[src/rtl/pw_pkg.sv]
package pw_pkg;

    localparam int NPLANE = 4;
    localparam int DW     = 8;
    localparam int RW     = $clog2(DW);

    typedef logic [DW-1:0] byte_t;
    typedef logic [NPLANE-1:0][DW-1:0] plane_bus_t;

    typedef enum logic [1:0] {
        WM_DIRECT  = 2'b00,
        WM_LATCH   = 2'b01,
        WM_SPREAD  = 2'b10,
        WM_PATTERN = 2'b11
    } wmode_e;

    typedef enum logic [1:0] {
        FN_PASS = 2'b00,
        FN_AND  = 2'b01,
        FN_OR   = 2'b10,
        FN_XOR  = 2'b11
    } func_e;

    typedef struct packed {
        wmode_e              mode;
        func_e               func;
        logic [NPLANE-1:0]   fill_val;
        logic [NPLANE-1:0]   fill_en;
        byte_t               bit_mask;
        logic [NPLANE-1:0]   plane_we;
    } wcfg_t;

    function automatic byte_t combine(func_e f, byte_t src, byte_t lat);
        byte_t r;
        case (f)
            FN_AND:  r = src & lat;
            FN_OR:   r = src | lat;
            FN_XOR:  r = src ^ lat;
            default: r = src;
        endcase
        return r;
    endfunction

endpackage

[src/rtl/pw_rotator.sv]
module pw_rotator
    import pw_pkg::*;
(
    input  byte_t         din,
    input  logic [RW-1:0] amt,
    output byte_t         dout
);
    always_comb begin
        for (int i = 0; i < DW; i++) begin
            dout[i] = din[(i + int'(amt)) % DW];
        end
    end
endmodule

[src/rtl/pw_lane.sv]
module pw_lane
    import pw_pkg::*;
(
    input  logic   clk,
    input  logic   rst,
    input  wmode_e mode,
    input  func_e  func,
    input  logic   fill_val,
    input  logic   fill_en,
    input  logic   host_bit,
    input  byte_t  rot_data,
    input  byte_t  bit_mask,
    input  byte_t  latch,
    output byte_t  plane_out
);
    byte_t src;
    byte_t merged;
    byte_t eff_mask;

    always_comb begin
        case (mode)
            WM_DIRECT:  src = fill_en ? {DW{fill_val}} : rot_data;
            WM_SPREAD:  src = {DW{host_bit}};
            WM_PATTERN: src = {DW{fill_val}};
            default:    src = latch;
        endcase
    end

    assign merged   = combine(func, src, latch);
    assign eff_mask = (mode == WM_PATTERN) ? (rot_data & bit_mask) : bit_mask;

    always_comb begin
        if (mode == WM_LATCH)
            plane_out = latch;
        else
            plane_out = (merged & eff_mask) | (latch & ~eff_mask);
    end

    // positions cleared in the configured mask never leave the latch value
    assert_mask_keeps_latch_R9: assert property (@(posedge clk) disable iff (rst)
        (mode != WM_LATCH) |-> (((plane_out ^ latch) & ~bit_mask) == '0));

endmodule

[src/rtl/pw_store.sv]
module pw_store
    import pw_pkg::*;
#(
    parameter int DEPTH = 16,
    parameter int AW    = $clog2(DEPTH)
)(
    input  logic              clk,
    input  logic              rst,
    input  logic              wr_en,
    input  logic              rd_en,
    input  logic [AW-1:0]     addr,
    input  logic [NPLANE-1:0] we,
    input  plane_bus_t        wdata,
    output plane_bus_t        cur,
    output plane_bus_t        latch_q
);
    byte_t mem [NPLANE][DEPTH];
    logic  do_write;

    assign do_write = wr_en && !rd_en;

    always_comb begin
        for (int p = 0; p < NPLANE; p++) begin
            cur[p] = mem[p][addr];
        end
    end

    always_ff @(posedge clk) begin
        if (rst) begin
            for (int p = 0; p < NPLANE; p++) begin
                for (int a = 0; a < DEPTH; a++) begin
                    mem[p][a] <= '0;
                end
            end
        end else if (do_write) begin
            for (int p = 0; p < NPLANE; p++) begin
                if (we[p]) mem[p][addr] <= wdata[p];
            end
        end
    end

    always_ff @(posedge clk) begin
        if (rst)        latch_q <= '0;
        else if (rd_en) latch_q <= cur;
    end

    // latches move only on a read
    assert_latch_hold_R13: assert property (@(posedge clk) disable iff (rst)
        !rd_en |=> $stable(latch_q));

    for (genvar gp = 0; gp < NPLANE; gp++) begin : g_keep
        // a plane not enabled, or a write colliding with a read, leaves the cell
        assert_cell_kept_R10: assert property (@(posedge clk) disable iff (rst)
            !(wr_en && !rd_en && we[gp]) |=> (mem[gp][$past(addr)] == $past(mem[gp][addr])));
    end

endmodule

[src/rtl/planar_write_path.sv]
module planar_write_path
    import pw_pkg::*;
#(
    parameter int DEPTH = 16,
    parameter int AW    = $clog2(DEPTH)
)(
    input  logic          clk,
    input  logic          rst,
    input  logic          host_wr,
    input  logic          host_rd,
    input  logic [AW-1:0] host_addr,
    input  logic [7:0]    host_wdata,
    output logic [7:0]    host_rdata,
    input  logic [1:0]    cfg_wmode,
    input  logic [1:0]    cfg_func,
    input  logic [2:0]    cfg_rot,
    input  logic [3:0]    cfg_fill_val,
    input  logic [3:0]    cfg_fill_en,
    input  logic [7:0]    cfg_bit_mask,
    input  logic [3:0]    cfg_plane_we,
    input  logic [1:0]    cfg_rd_plane,
    input  logic          cfg_cmp_en,
    input  logic [3:0]    cfg_cmp_color,
    input  logic [3:0]    cfg_cmp_ignore
);
    wcfg_t      wcfg;
    byte_t      rot_data;
    plane_bus_t lane_out;
    plane_bus_t cur;
    plane_bus_t latch_q;
    byte_t      cmp_byte;
    byte_t      rd_next;

    assign wcfg.mode     = wmode_e'(cfg_wmode);
    assign wcfg.func     = func_e'(cfg_func);
    assign wcfg.fill_val = cfg_fill_val;
    assign wcfg.fill_en  = cfg_fill_en;
    assign wcfg.bit_mask = cfg_bit_mask;
    assign wcfg.plane_we = cfg_plane_we;

    pw_rotator u_rot (
        .din  (host_wdata),
        .amt  (cfg_rot),
        .dout (rot_data)
    );

    for (genvar gp = 0; gp < NPLANE; gp++) begin : g_lane
        pw_lane u_lane (
            .clk       (clk),
            .rst       (rst),
            .mode      (wcfg.mode),
            .func      (wcfg.func),
            .fill_val  (wcfg.fill_val[gp]),
            .fill_en   (wcfg.fill_en[gp]),
            .host_bit  (host_wdata[gp]),
            .rot_data  (rot_data),
            .bit_mask  (wcfg.bit_mask),
            .latch     (latch_q[gp]),
            .plane_out (lane_out[gp])
        );
    end

    pw_store #(.DEPTH(DEPTH), .AW(AW)) u_store (
        .clk     (clk),
        .rst     (rst),
        .wr_en   (host_wr),
        .rd_en   (host_rd),
        .addr    (host_addr),
        .we      (wcfg.plane_we),
        .wdata   (lane_out),
        .cur     (cur),
        .latch_q (latch_q)
    );

    always_comb begin
        for (int i = 0; i < DW; i++) begin
            cmp_byte[i] = 1'b1;
            for (int p = 0; p < NPLANE; p++) begin
                if (!cfg_cmp_ignore[p] && (cur[p][i] != cfg_cmp_color[p]))
                    cmp_byte[i] = 1'b0;
            end
        end
    end

    assign rd_next = cfg_cmp_en ? cmp_byte : cur[cfg_rd_plane];

    always_ff @(posedge clk) begin
        if (rst)          host_rdata <= '0;
        else if (host_rd) host_rdata <= rd_next;
    end

    // a plain read returns the selected plane of the freshly loaded latches
    assert_read_matches_latch_R2: assert property (@(posedge clk) disable iff (rst)
        (host_rd && !cfg_cmp_en) |=> (host_rdata == latch_q[$past(cfg_rd_plane)]));

    // all planes ignored gives an all-ones compare result
    assert_cmp_all_ignored_R11: assert property (@(posedge clk) disable iff (rst)
        (host_rd && cfg_cmp_en && (cfg_cmp_ignore == 4'hF)) |=> (host_rdata == 8'hFF));

endmodule

[config.mk]
export PLATFORM = sky130hd
export DESIGN_NAME = planar_write_path
export DESIGN_NICKNAME = d
export VERILOG_FILES = /design/src/rtl/pw_pkg.sv /design/src/rtl/pw_rotator.sv /design/src/rtl/pw_lane.sv /design/src/rtl/pw_store.sv /design/src/rtl/planar_write_path.sv
export SDC_FILE = /design/constraint.sdc
export NUM_CORES = 1
export LEC_CHECK = 0
export ABC_AREA = 0
export CAP_MARGIN = 0
export CORE_MARGIN = 1
export CORE_UTILIZATION = 65
export CTS_CLUSTER_DIAMETER = 80
export DETAILED_ROUTE_END_ITERATION = 7
export PLACE_DENSITY = 0.83
export SLEW_MARGIN = 20
export SYNTH_ARGS = -nofsm -noshare
export SYNTH_HDL_FRONTEND = slang
export SYNTH_SLANG_ARGS = --single-unit
[constraint.sdc]
create_clock -name clk -period 15.3 [get_ports clk]
set_input_delay 4.59 -clock clk [delete_from_list [all_inputs] [get_ports clk]]
set_output_delay 4.59 -clock clk [all_outputs]
set_load 0.03 [all_outputs]
==> run metrics <==
status completed; Yosys cell types slightly below 90; largest net degree at the start of global routing approximately 120; initial antenna violation count 2; Die Ht roughly 210 microns; first-pass GRT wire length approximately 130 mm; sequential cell area 13700 sq um; Synth Area per Inst approximately 11 sq um; clock buffer depth 3; crit path from cfg_rot[0]; Worst Setup EP u_store.mem[2][37]$_SDFFE_PP0P_; Syn Nets 2791; TritonCTS Buffers 54; Slew Limit Fails 0; time the worst path needs with I/O delays and setup a little over 9 ns; Pwr Density ~110 nW/um^2; CP max stage delay 0.96 ns; Initial Util 0.663; nets roughly 2700; Crit path depth 13; R2R setup slack ~12 ns; Top FF cell, synth dfxtp_1; yosys warns 0; Cell Chain, Critical Path clkdlybuf4s50_1 > inv_1 > ha_1 > mux2_2 > mux4_2 > o221ai_2 > inv_1 > ha_1 > nand2_1 > o2bb2ai_1 > a21oi_1 > o32ai_2 > o21ai_0; Crit-path slowest cell o32ai_2; Setup CP Type in -> reg; clock root buffer clkbuf_16; Rel. slew slack 0.232; worst path arrival time just under 10 ns; Antenna Nets Post-Route 0; final RePlAce weighted congestion approximately 1.0; drc violations 0; HP Class reg -> reg; Worst path top cell family by delay compound AO/OA/AOI/OAI gates; crit-path max FO 16; Die Span X 212 microns; cell taking the most area after synthesis edfxtp_1; Post-DP Area 29500 sq um; RSZ-0062 raised after global routing no; number of synthesized register bits 552; Synth Cell Area 28800 sq um; DRT iter0 DRCs around 3200; Fillers 2950; Pre-antenna DRT Iters 7; Fmax between 0.1 and 0.15 GHz; Worst-Margin Slew between 1 and 1.5 ns; grt ovf 0; worst-skew pair later-pin latency 0.63 ns; core area ~43000 sq um; post-route setup TNS 0 ns; via count 22700; final setup fails 0; Worst-path clk slew 0.06 ns; Syn-to-layout area delta 8.91%; io pins between 60 and 70; fin area about 31000 sq um; number of flops mapped to enable cells by yosys ~260; Setup Skew slightly above 0.03 ns; routed len/inst between 20 and 30 microns; total power around 3.5 mW; cell count after synthesis about 2700; top cells by area, synth edfxtp_1, dfxtp_1, mux4_2; vias in the first global route ~22000; num rows between 70 and 80; ys async rst share 0; Critical path buffers and inverters 3; Final Core Density 0.722; nature of the critical path startpoint input pin; CTS tree built; DP Wirelength approximately 57 mm; Peak supply drop roughly 120 uV; sequential fraction of the synthesis area 0.476; leading cell type in the layout, fill and taps excluded dfxtp_1; multi-input logic area about 14000 sq um; IO buf count slightly above 60; postcts setup bufs 0; reg2reg end u_store.mem[0][112]$_DFFE_PP_; Worst Hold Path Cells 2; vias per cell between 6 and 7; Post-CTS Resized 0; CP Data Required Time about 16 ns; Final Hold Fails 0; Total GRT Usage 0.376; placed cell count roughly 3100; commonest non-fill, non-tap cells in the layout dfxtp_1, edfxtp_1, o21ai_0, nand3b_1, nor2_1; Max-Cap Viols 0; area share of the largest cell type after synthesis 0.276; Worst setup EP type register; hold_buf cts 0; Leakage 11.4 nW; R2R Path Start u_store.latch_q[0]$_SDFFE_PP0P_; CTS sink cnt 552; die footprint about 45000 sq um; R2R cell count 9; Routed WL roughly 84 mm; H-tree depth 2; share of cells above drive strength 1 0.127; period utilization 0.607; Final Non-Filler Cells between 3000 and 4000
## sequential cells by signal, indices dropped and copies added, names as in the netlist
signal,cells
u_store.mem,512
u_store.latch_q,32
host_rdata,8
## synthesized netlist by cell type (5+ instances only)
library cell and n:
mux4_2 91, edfxtp_1 264, a211oi_1 18, nand4_1 12, o21ai_1 44, nor4_1 9, o21a_1 12, nand2b_1 28
nor3_1 49, o221a_2 6, and2_1 6, mux2_2 60, o31ai_1 11, or2_2 5, mux2i_1 164, o22ai_1 8
xnor2_1 7, nor2b_1 19, nor2_1 223, buf_1 14, inv_1 69, o211ai_1 37, ha_1 58, clkbuf_1 140
a21oi_1 76, a221o_1 5, nor3b_1 36, buf_4 8, nand3b_1 232, a22oi_1 69, a21o_1 36, dfxtp_1 288
o2bb2ai_1 5, nand3_1 30, o221ai_1 7, o21ai_0 239, buf_2 51, nand2_1 142, o21ai_2 10
## layer usage
layer	wire [microns]	vias up	global-route usage
li1	-	9875	-
met1	31700	11200	0.492
met2	39600	1421	0.603
met3	9190	231	0.0730
met4	3920	0	0.178
met5	0	-	0
## power by group
group          leakage, nW  switching, mW  internal [mW]
Combinational         5.47          0.316          0.172
Sequential            5.04         0.0257           1.59
Clock                0.877          0.590          0.768
Total                 11.4          0.932           2.53
## kinds of logic after synthesis
family,Yosys count,share of synthesized area
adder cells (fa/ha/maj),58,0.0252
AND/OR/NAND/NOR,806,0.153
flip-flops,552,0.476
multiplexers,322,0.156
AO/OA/AOI/OAI,642,0.144
XOR/XNOR,9,0.00405
buffers and inverters,290,0.0419
## worst min path at each step
stage	startpoint	to	slack, ns
CTS	u_store.mem[2][43]$_SDFFE_PP0P_	u_store.mem[2][43]$_SDFFE_PP0P_	0.48
finish	u_store.mem[2][43]$_SDFFE_PP0P_	u_store.mem[2][43]$_SDFFE_PP0P_	0.48
global placement	u_store.mem[2][97]$_SDFFE_PP0P_	u_store.mem[2][97]$_SDFFE_PP0P_	0.46
floorplan	u_store.mem[2][14]$_SDFFE_PP0P_	u_store.mem[2][14]$_SDFFE_PP0P_	0.45
detailed placement	u_store.mem[2][14]$_SDFFE_PP0P_	u_store.mem[2][14]$_SDFFE_PP0P_	0.47
global route	u_store.mem[3][11]$_SDFFE_PP0P_	u_store.mem[3][11]$_SDFFE_PP0P_	0.50
## metrics by stage
step	hold WS, ns	worst slack (ns)
2_1_floorplan	0.452	7.08
3_3_place_gp	0.464	5.82
6_report	0.485	6.01
5_1_grt	0.499	5.73
4_1_cts	0.483	6.06
3_5_place_dp	0.470	5.46
## worst reg2reg max path: cells and delay by family (launching register included)
kind | cells | cell delay, ns
AOI/OAI and AO/OA | 4 | 1.01
adders and majority gates | 1 | 0.28
buffers and inverters | 1 | 0.09
DFF | 1 | 0.45
muxes | 1 | 0.62
and+or+nand+nor | 2 | 0.23
## area by class of cell
| type | count | area share |
|---|---|---|
| clock buffer | 69 | 0.0469 |
| tap | 585 | 0.0234 |
| multi-input combinational | 1837 | 0.445 |
| timing repair buffer | 97 | 0.0279 |
| antenna | 3 | 0.000240 |
| sequential | 552 | 0.437 |
| clock inverter | 29 | 0.0104 |
| inverter | 73 | 0.00875 |
No activity file was read; power rests on OpenSTA's default activity.
